File: config.mk
export PLATFORM = sky130hd
export DESIGN_NAME = prot_fault_mgr
export DESIGN_NICKNAME = d
export VERILOG_FILES = /design/src/rtl/prot_pkg.sv /design/src/rtl/prot_oc_qual.sv /design/src/rtl/prot_sc_qual.sv /design/src/rtl/prot_hyst_latch.sv /design/src/rtl/prot_fault_mgr.sv
export SDC_FILE = /design/constraint.sdc
export NUM_CORES = 1
export LEC_CHECK = 0
export ABC_CLOCK_PERIOD_IN_PS = 2300
export BUFFER_PORTS_ARGS = -buffer_cell sky130_fd_sc_hd__buf_4
export CAP_MARGIN = 20
export CORE_MARGIN = 2
export CORE_UTILIZATION = 25
export CTS_CLUSTER_DIAMETER = 50
export CTS_CLUSTER_SIZE = 28
export DETAILED_ROUTE_END_ITERATION = 8
export PLACE_DENSITY = 0.4
export SLEW_MARGIN = 20
export SYNTH_ARGS = -nofsm -noshare
export SYNTH_HDL_FRONTEND = slang
export SYNTH_SLANG_ARGS = --single-unit
File: constraint.sdc
create_clock -name clk -period 2.3 [get_ports clk]
set_input_delay 0.115 -clock clk [delete_from_list [all_inputs] [get_ports clk]]
set_output_delay 0.115 -clock clk [all_outputs]
set_load 0.03 [all_outputs]
File: src/rtl/prot_pkg.sv
package prot_pkg;
  // Power-good pull-down selection; code value is the pad's strength index.
  typedef enum logic [1:0] {
    PG_OPEN   = 2'b00,
    PG_WEAK   = 2'b01,
    PG_MED    = 2'b10,
    PG_STRONG = 2'b11
  } pg_code_e;
endpackage

File: src/rtl/prot_oc_qual.sv
// Duration qualifier: trips after more than LIMIT ticks of unbroken over-level samples.
module prot_oc_qual #(
  parameter int unsigned LIMIT = 20
) (
  input  logic clk,
  input  logic rst_n,
  input  logic clr_i,
  input  logic stb_i,
  input  logic tick_i,
  input  logic flag_i,
  output logic trip_o
);
  localparam int unsigned CW = $clog2(LIMIT + 1);
  localparam logic [CW-1:0] CMAX = CW'(LIMIT);

  logic          armed_q, armed_n;
  logic [CW-1:0] cnt_q, cnt_n;
  logic          upd;

  assign upd = clr_i | stb_i | tick_i;

  always_comb begin
    armed_n = armed_q;
    cnt_n   = cnt_q;
    if (clr_i) begin
      armed_n = 1'b0;
      cnt_n   = '0;
    end else begin
      if (tick_i && armed_q && (cnt_q != CMAX)) cnt_n = cnt_q + 1'b1;
      if (stb_i) begin
        if (!flag_i) begin
          armed_n = 1'b0;
          cnt_n   = '0;
        end else if (!armed_q) begin
          armed_n = 1'b1;
          cnt_n   = '0;
        end
      end
    end
  end

  assign trip_o = !clr_i && armed_q && tick_i && (cnt_q == CMAX) && !(stb_i && !flag_i);

  always_ff @(posedge clk or negedge rst_n) begin
    if (!rst_n) begin
      armed_q <= 1'b0;
      cnt_q   <= '0;
    end else if (upd) begin
      armed_q <= armed_n;
      cnt_q   <= cnt_n;
    end
  end
endmodule

File: src/rtl/prot_sc_qual.sv
// Window qualifier: trips when two successive flagged strobes are under LIMIT ticks apart.
module prot_sc_qual #(
  parameter int unsigned LIMIT = 10
) (
  input  logic clk,
  input  logic rst_n,
  input  logic clr_i,
  input  logic stb_i,
  input  logic tick_i,
  input  logic flag_i,
  output logic trip_o
);
  localparam int unsigned CW = $clog2(LIMIT + 1);
  localparam logic [CW-1:0] CMAX = CW'(LIMIT);

  logic          armed_q, armed_n;
  logic [CW-1:0] cnt_q, cnt_n;
  logic          upd;

  assign upd = clr_i | stb_i | tick_i;

  always_comb begin
    armed_n = armed_q;
    cnt_n   = cnt_q;
    if (clr_i) begin
      armed_n = 1'b0;
      cnt_n   = '0;
    end else begin
      if (tick_i && armed_q && (cnt_q != CMAX)) cnt_n = cnt_q + 1'b1;
      if (stb_i) begin
        armed_n = flag_i;
        cnt_n   = '0;
      end
    end
  end

  assign trip_o = !clr_i && stb_i && flag_i && armed_q && (cnt_q < CMAX);

  always_ff @(posedge clk or negedge rst_n) begin
    if (!rst_n) begin
      armed_q <= 1'b0;
      cnt_q   <= '0;
    end else if (upd) begin
      armed_q <= armed_n;
      cnt_q   <= cnt_n;
    end
  end
endmodule

File: src/rtl/prot_hyst_latch.sv
// Set/release hold with clear; priority clear > set > release.
module prot_hyst_latch (
  input  logic clk,
  input  logic rst_n,
  input  logic clr_i,
  input  logic set_i,
  input  logic rel_i,
  output logic q_o
);
  logic q_q, q_n;

  always_comb begin
    q_n = q_q;
    if (clr_i)      q_n = 1'b0;
    else if (set_i) q_n = 1'b1;
    else if (rel_i) q_n = 1'b0;
  end

  always_ff @(posedge clk or negedge rst_n) begin
    if (!rst_n) q_q <= 1'b0;
    else        q_q <= q_n;
  end

  assign q_o = q_q;
endmodule

File: src/rtl/prot_fault_mgr.sv
module prot_fault_mgr
  import prot_pkg::*;
#(
  parameter int unsigned OC_TIME_US = 20,
  parameter int unsigned SC_TIME_US = 10
) (
  input  logic       clk,
  input  logic       rst_n,
  input  logic       en_i,
  input  logic       supply_ok_i,
  input  logic       ss_busy_i,
  input  logic       pulse_stb_i,
  input  logic       us_tick_i,
  input  logic       oc_flag_i,
  input  logic       sc_flag_i,
  input  logic       ov_hi_i,
  input  logic       ov_lo_i,
  input  logic       uv_flag_i,
  input  logic       ot_hi_i,
  input  logic       ot_warm_i,
  output logic [1:0] pg_code_o,
  output logic       sw_en_o,
  output logic       crowbar_o
);
  logic     active, clr;
  logic     oc_trip, sc_trip, cur_trip;
  logic     ot_hold, cb_q;
  logic     latched;
  pg_code_e code_q, code_n;

  assign active   = en_i & supply_ok_i;
  assign clr      = ~active;
  assign cur_trip = oc_trip | sc_trip;
  assign latched  = (code_q != PG_OPEN);

  prot_oc_qual #(.LIMIT(OC_TIME_US)) u_oc (
    .clk(clk), .rst_n(rst_n), .clr_i(clr), .stb_i(pulse_stb_i),
    .tick_i(us_tick_i), .flag_i(oc_flag_i), .trip_o(oc_trip)
  );

  prot_sc_qual #(.LIMIT(SC_TIME_US)) u_sc (
    .clk(clk), .rst_n(rst_n), .clr_i(clr), .stb_i(pulse_stb_i),
    .tick_i(us_tick_i), .flag_i(sc_flag_i), .trip_o(sc_trip)
  );

  // Fault latch: the first class to qualify owns the code until cleared.
  always_comb begin
    code_n = code_q;
    if (!active)        code_n = PG_OPEN;
    else if (!latched) begin
      if (cur_trip)       code_n = PG_STRONG;
      else if (ov_hi_i)   code_n = PG_MED;
      else if (uv_flag_i) code_n = PG_WEAK;
      else                code_n = PG_OPEN;
    end
  end

  always_ff @(posedge clk or negedge rst_n) begin
    if (!rst_n) code_q <= PG_OPEN;
    else        code_q <= code_n;
  end

  // Thermal hold: non-latching, released on cool-down.
  prot_hyst_latch u_ot (
    .clk(clk), .rst_n(rst_n), .clr_i(clr),
    .set_i(ot_hi_i), .rel_i(~ot_warm_i), .q_o(ot_hold)
  );

  // Crowbar: hysteretic low-side hold, only under an overvoltage latch.
  prot_hyst_latch u_cb (
    .clk(clk), .rst_n(rst_n), .clr_i(clr | (code_n != PG_MED)),
    .set_i(ov_hi_i), .rel_i(~ov_lo_i), .q_o(cb_q)
  );

  assign sw_en_o   = active & ~latched & ~ot_hold;
  assign crowbar_o = active & cb_q;

  always_comb begin
    if (!active)        pg_code_o = PG_OPEN;
    else if (latched)   pg_code_o = code_q;
    else if (ss_busy_i) pg_code_o = PG_WEAK;
    else                pg_code_o = PG_OPEN;
  end
endmodule

## Word level (Yosys, flattened, before mapping)

Cells that the tools add are included.

- Latch bits: 0
- Logic and storage cells: 74
- Flip-flop bits (word level): 15
- Input bits: 14
- Memories kept: 0
- RAM bits: 0
- Memory bits (read-only): 0

- Bitwise logic cells: 11
- Multipliers: 0
- Shifts and indexed selects: 0
- Equality and inequality tests: 8
- Muxes and demuxes: 27
- Reduce and logical (&&, ||, !) cells: 18
- Divide/modulo/power cells: 0
- Add/subtract/negate cells: 2
- Magnitude comparators: 1

Operators with widths:

| operator | count |
|---|---|
| $mux 5 | 5 |
| $logic_and 1x1->1 | 13 |
| $mux 1 | 13 |
| $mux 2 | 6 |
| $mux 4 | 3 |
| $ne 3x2->1 const B | 2 |
| $add 5x1->5 const B | 1 |
| $eq 5x5->1 const B | 1 |
| $ne 5x5->1 const B | 1 |
| $add 4x1->4 const B | 1 |
| $and 1x1->1 | 4 |
| $lt 4x4->1 const B | 1 |
| $ne 2x2->1 const B | 2 |
| $ne 4x4->1 const B | 1 |
| $or 1x1->1 | 4 |
| $reduce_and 2->1 | 2 |
| $ne 3x3->1 const B | 1 |
| $not 1->1 | 3 |
| $logic_not 1->1 | 2 |
| $reduce_bool 2->1 | 1 |

## Logic depth before layout (Yosys ltp)

- Word-level depth: 12
- Depth in mapped cells: 6
- Gate-level depth less buffers: 6

## Modules after synthesis

Synthesis repeated with hierarchy kept, for this count alone.

- Cells, all modules: 94
- Area total of the unflattened synthesis: 865.8 um^2

Modules (own cells, without submodules):

| module | cells an instance | area each (um^2) | times used |
|---|---|---|---|
| prot_oc_qual | 37 | 346.6 | 1 |
| prot_sc_qual | 30 | 287.8 | 1 |
| prot_fault_mgr | 19 | 143.9 | 1 |
| prot_hyst_latch | 4 | 43.8 | 2 |

## Worst setup path before layout

No wires, ideal clock.

- Path type: register -> output
- Start point: register code_q[0]
- End point: output port sw_en_o
- Slack: 0.808 ns
- Cell stages (with the launch flop): 2
- Path buffers: 0
- Arrival time: 1.377 ns
- Cell sequence: dfrtp_1 -> nor4_1

- Longest elaborated chain between the ends: 4

Ends and longest elaborated chain:

| item | line | text |
|---|---|---|
| start, declared | prot_fault_mgr.sv:29 | `pg_code_e code_q, code_n;` |
| start signal, assigned | prot_fault_mgr.sv:60 | `else code_q <= code_n;` |
| $reduce_bool 2->1 | prot_fault_mgr.sv:34 | `assign latched = (code_q != PG_OPEN);` |
| $not 1->1 | prot_fault_mgr.sv:75 | `assign sw_en_o = active & ~latched & ~ot_hold;` |
| $and 1x1->1 (2 in series) | prot_fault_mgr.sv:75 |  |
| end, declared | prot_fault_mgr.sv:22 | `output logic sw_en_o,` |

No other way between the ends.

## Worst setup path in the final report

- Start point: register u_oc.cnt_q[0]
- End point: register u_cb.q_q (netlist: u_cb.q_o)

- Longest elaborated chain between the ends: 10

Ends and longest elaborated chain:

| item | line | text |
|---|---|---|
| start, declared | prot_oc_qual.sv:17 | `logic [CW-1:0] cnt_q, cnt_n;` |
| start signal, assigned | prot_oc_qual.sv:50 | `cnt_q <= cnt_n;` |
| $eq 5x5->1 (*) | prot_oc_qual.sv:42 | `assign trip_o = !clr_i && armed_q && tick_i && (cnt_q == CMAX) && !(stb_i && !flag_i);` |
| $logic_and 1x1->1 (*) (2 in series) | prot_oc_qual.sv:42 |  |
| $or 1x1->1 (*) | prot_fault_mgr.sv:33 | `assign cur_trip = oc_trip \| sc_trip;` |
| $mux 2 (*) | prot_fault_mgr.sv:51 | `if (cur_trip) code_n = PG_STRONG;` |
| $mux 2 (*) | prot_fault_mgr.sv:50 | `else if (!latched) begin` |
| $mux 2 (*) | prot_fault_mgr.sv:49 | `if (!active) code_n = PG_OPEN;` |
| net code_n[0] | prot_fault_mgr.sv:29 |  |
| $ne 2x2->1 (*) | prot_fault_mgr.sv:71 | `.clk(clk), .rst_n(rst_n), .clr_i(clr \| (code_n != PG_MED)),` |
| $or 1x1->1 (*) | prot_fault_mgr.sv:71 |  |
| $ne 3x2->1 (no source line) or $mux 1 (tied branches) | n/a |  |
| end signal, assigned | prot_hyst_latch.sv:21 | `else q_q <= q_n;` |
| end, declared | prot_hyst_latch.sv:10 | `logic q_q, q_n;` |

The timed path passes the listed nets; every way through them passes the cells marked *.
A chain may end at the register's enable or synchronous reset.

==> impl_metrics.py <==
metrics = {
    "detailed_routing": {
        "drt-total-wl_mm": 1.78,
        "drt_iter0_markers": 16,
        "drt-wirelength-per-cell_um": 11.7,
        "drtAntennaViolNets": 0,
        "vias": 689,
        "first_pass_iters": 4,
        "viasPerCell": 4.53,
        "drc_errors": 0,
    },
    "place": {
        "dp_hpwl_mm": 1.32,
        "routabilityCongestion": 0.685,
        "placed_area_mm2": 0.00101,
        "numPortBuffers": 17,
    },
    "pwr": {
        "ir_drop_v": 0.000139,
        "power_mw": 0.491,
        "leakage_nw": 0.471,
        "p_per_area_mw_per_mm2": 470,
    },
    "grt": {
        "use_met3_pct": 2.48,
        "grt_pass1_wl_mm": 3.11,
        "antenna_found_initial": 0,
        "grt_usage_pct": 11.6,
        "grt_busiest_layer": "met2",
        "grt_max_degree": 16,
        "grt_pass1_vias": 690,
        "use_met2_pct": 18.9,
        "grt-ovfl-total": 0,
        "gr-usage-met1_pct": 14.1,
    },
    "timing": {
        "grt_setup_unrepaired": "false",
        "finalClockSkew_ps": 8.12,
        "hold_violations": 0,
        "slew-limit-headroom_pct": 68.6,
        "fmax_mhz": 676,
        "fin_crit_ps": 1480,
        "hold_ws_ps": 27.0,
        "finalCritPeriodShare_pct": 64.3,
        "tightest_slew_ps": 470,
        "maxSlewViolCount": 0,
        "setup_tns_ps": 0,
        "setup_viol": 0,
    },
    "clock_network": {
        "clock-root-buffer": "clkbuf_4",
        "cts_setup_buffers": 0,
        "cts_resized": 0,
        "cts_buffers": 3,
        "cts_tree": "yes",
        "clk_latency_ps": 290,
        "clkSinkCount": 15,
        "cts_buffer_depth": 2,
        "clk_pin_slew_ps": 100,
        "hold_buffers": 1,
        "htreeDepth": 1,
    },
    "final_layout": {
        "nets": 125,
        "postLayoutCoreUtil_pct": 31.8,
        "area_growth_syn_to_layout_pct": 24.6,
        "antenna_cells": 0,
        "drive_gt1_share_pct": 23.6,
        "fin_area_mm2": 0.00104,
    },
    "die": {
        "die_h_um": 61.9,
        "core.rowCount": 21,
        "die_x_um": 61.9,
        "start_util_pct": 25.5,
        "dieArea_mm2": 0.00383,
        "core_mm2": 0.00328,
        "ioPinCount": 18,
    },
    "critical_path": {
        "cp_data_required_time_ps": 2480,
        "endpoint_kind": "register",
        "crit_type": "reg -> reg",
        "path_max_fanout": 5,
        "startpoint_type": "register",
        "cp.arrival_ps": 1660,
    },
    "synthesis": {
        "synth_nets": 104,
        "synth-seq-cells": 15,
        "yosys.cell_types.count": 30,
        "synth-async-reset-ratio_pct": 100,
        "seq_area_frac_synth_pct": 44.8,
        "synth-main-ff-cell": "dfrtp_1",
        "synthCells": 86,
        "synth_most_common_cell": "dfrtp_1",
        "ys_top_cells_by_area": "dfrtp_1 45%, ha_1 6.0%, nor2_1 5.4%",
        "synth_enable_flop_cells": 0,
        "syn_area_um2": 838,
        "synth_top_cells_by_count": "15 x dfrtp_1, 12 x nor2_1, 6 x a21oi_1, 6 x inv_1",
        "ys_warn_count": 0,
        "synth_top_area_share_pct": 44.8,
        "yosysTopAreaCell": "dfrtp_1",
        "avgSynthCellArea_um2": 9.75,
    },
    "job": {
        "maxCapViolations": 0,
    },
    "worst_hold_path": {
        "hp-class": "in -> reg",
    },
    "run_status": {
        "outcome": "finished, final reports clean",
    },
}
==> critical path: stages, from the launching register on <==
cell,delay [ps]
dfrtp_1,420
inv_1,70
ha_1,140
nand4b_1,200
nor3b_2,280
o31a_1,200
nor3b_2,50
==> per-layer routing <==
metal	vias up	routed length [um]	part of all wire, %
met5	-	0	0
met4	0	28	1.6
met3	4	56	3.1
met2	14	865	49
met1	328	827	47
li1	343	-	-
==> kinds of logic (layout without fill, tap and decap cells) <==
family / count (synthesis) / count (layout) / share of synthesized area (%)
simple gates: 37 / 37 / 25.8
flops: 15 / 15 / 44.8
compound gates: 14 / 14 / 10.4
buf+inv: 8 / 28 / 4.48
xor+xnor: 7 / 7 / 7.31
fa+ha+maj: 4 / 4 / 5.97
mux: 1 / 1 / 1.19
==> final timing paths <==
check / from / slack (ps) / cells after the start / endpoint
hold reg to reg: u_sc.armed_q / 510 / 1 / u_sc.armed_q
max in group asynchronous: rst_n / 1900 / 2 / u_oc.cnt_q[0]
min in group asynchronous: rst_n / 210 / 2 / u_sc.cnt_q[0]
setup / recovery: u_oc.cnt_q[0] / 820 / 6 / u_cb.q_o
setup reg to reg: u_oc.cnt_q[0] / 820 / 6 / u_cb.q_o
hold / removal: ot_hi_i / 30 / 3 / u_ot.q_o
==> per-stage QoR <==
stage | cells | setup WS (ps)
after CTS | 152 | 805
final | 152 | 821
after detailed placement | 147 | 803
after global routing | 152 | 681
after global placement | 147 | 858
after floorplan | 86 | 808
==> report_power, final <==
part	switching, mW	total, mW	internal, mW
combinational	0.0322	0.0609	0.0287
sequential	0.00357	0.271	0.268
clock	0.0918	0.159	0.0674
==> layout by cell type, fill, tap and decap left out, drive strengths merged, types with 2 or more instances in the layout <==
| master | netlist | routed |
|---|---|---|
| xnor2 | 2 | 2 |
| nand3 | 2 | 2 |
| ha | 4 | 4 |
| a21o | 2 | 2 |
| nor4 | 2 | 2 |
| a21oi | 6 | 6 |
| nand2 | 3 | 3 |
| xor2 | 5 | 5 |
| buf | 1 | 17 |
| o21ai | 2 | 2 |
| inv | 6 | 6 |
| nor3b | 2 | 2 |
| and3 | 3 | 3 |
| and2 | 3 | 3 |
| nor2 | 12 | 12 |
| clkbuf | 1 | 4 |
| dfrtp | 15 | 15 |
| nor3 | 5 | 5 |
| nand4 | 2 | 2 |
==> area by class of cell <==
| type | instances | area [um^2] |
|---|---|---|
| Multi-Input combinational cell | 63 | 425 |
| Inverter | 6 | 22.5 |
| Tap cell | 46 | 57.6 |
| Fill cell | 360 | 2240 |
| Sequential cell | 15 | 375 |
| Clock buffer | 4 | 26.3 |
| Timing Repair Buffer | 18 | 138 |
==> state kept, by name (all words and copies together) (netlist names) <==
name          cells
u_oc.cnt_q        5
u_sc.cnt_q        4
code_q            2
u_cb.q_o          1
u_oc.armed_q      1
u_ot.q_o          1
u_sc.armed_q      1
(Power assumes the default switching activity.)
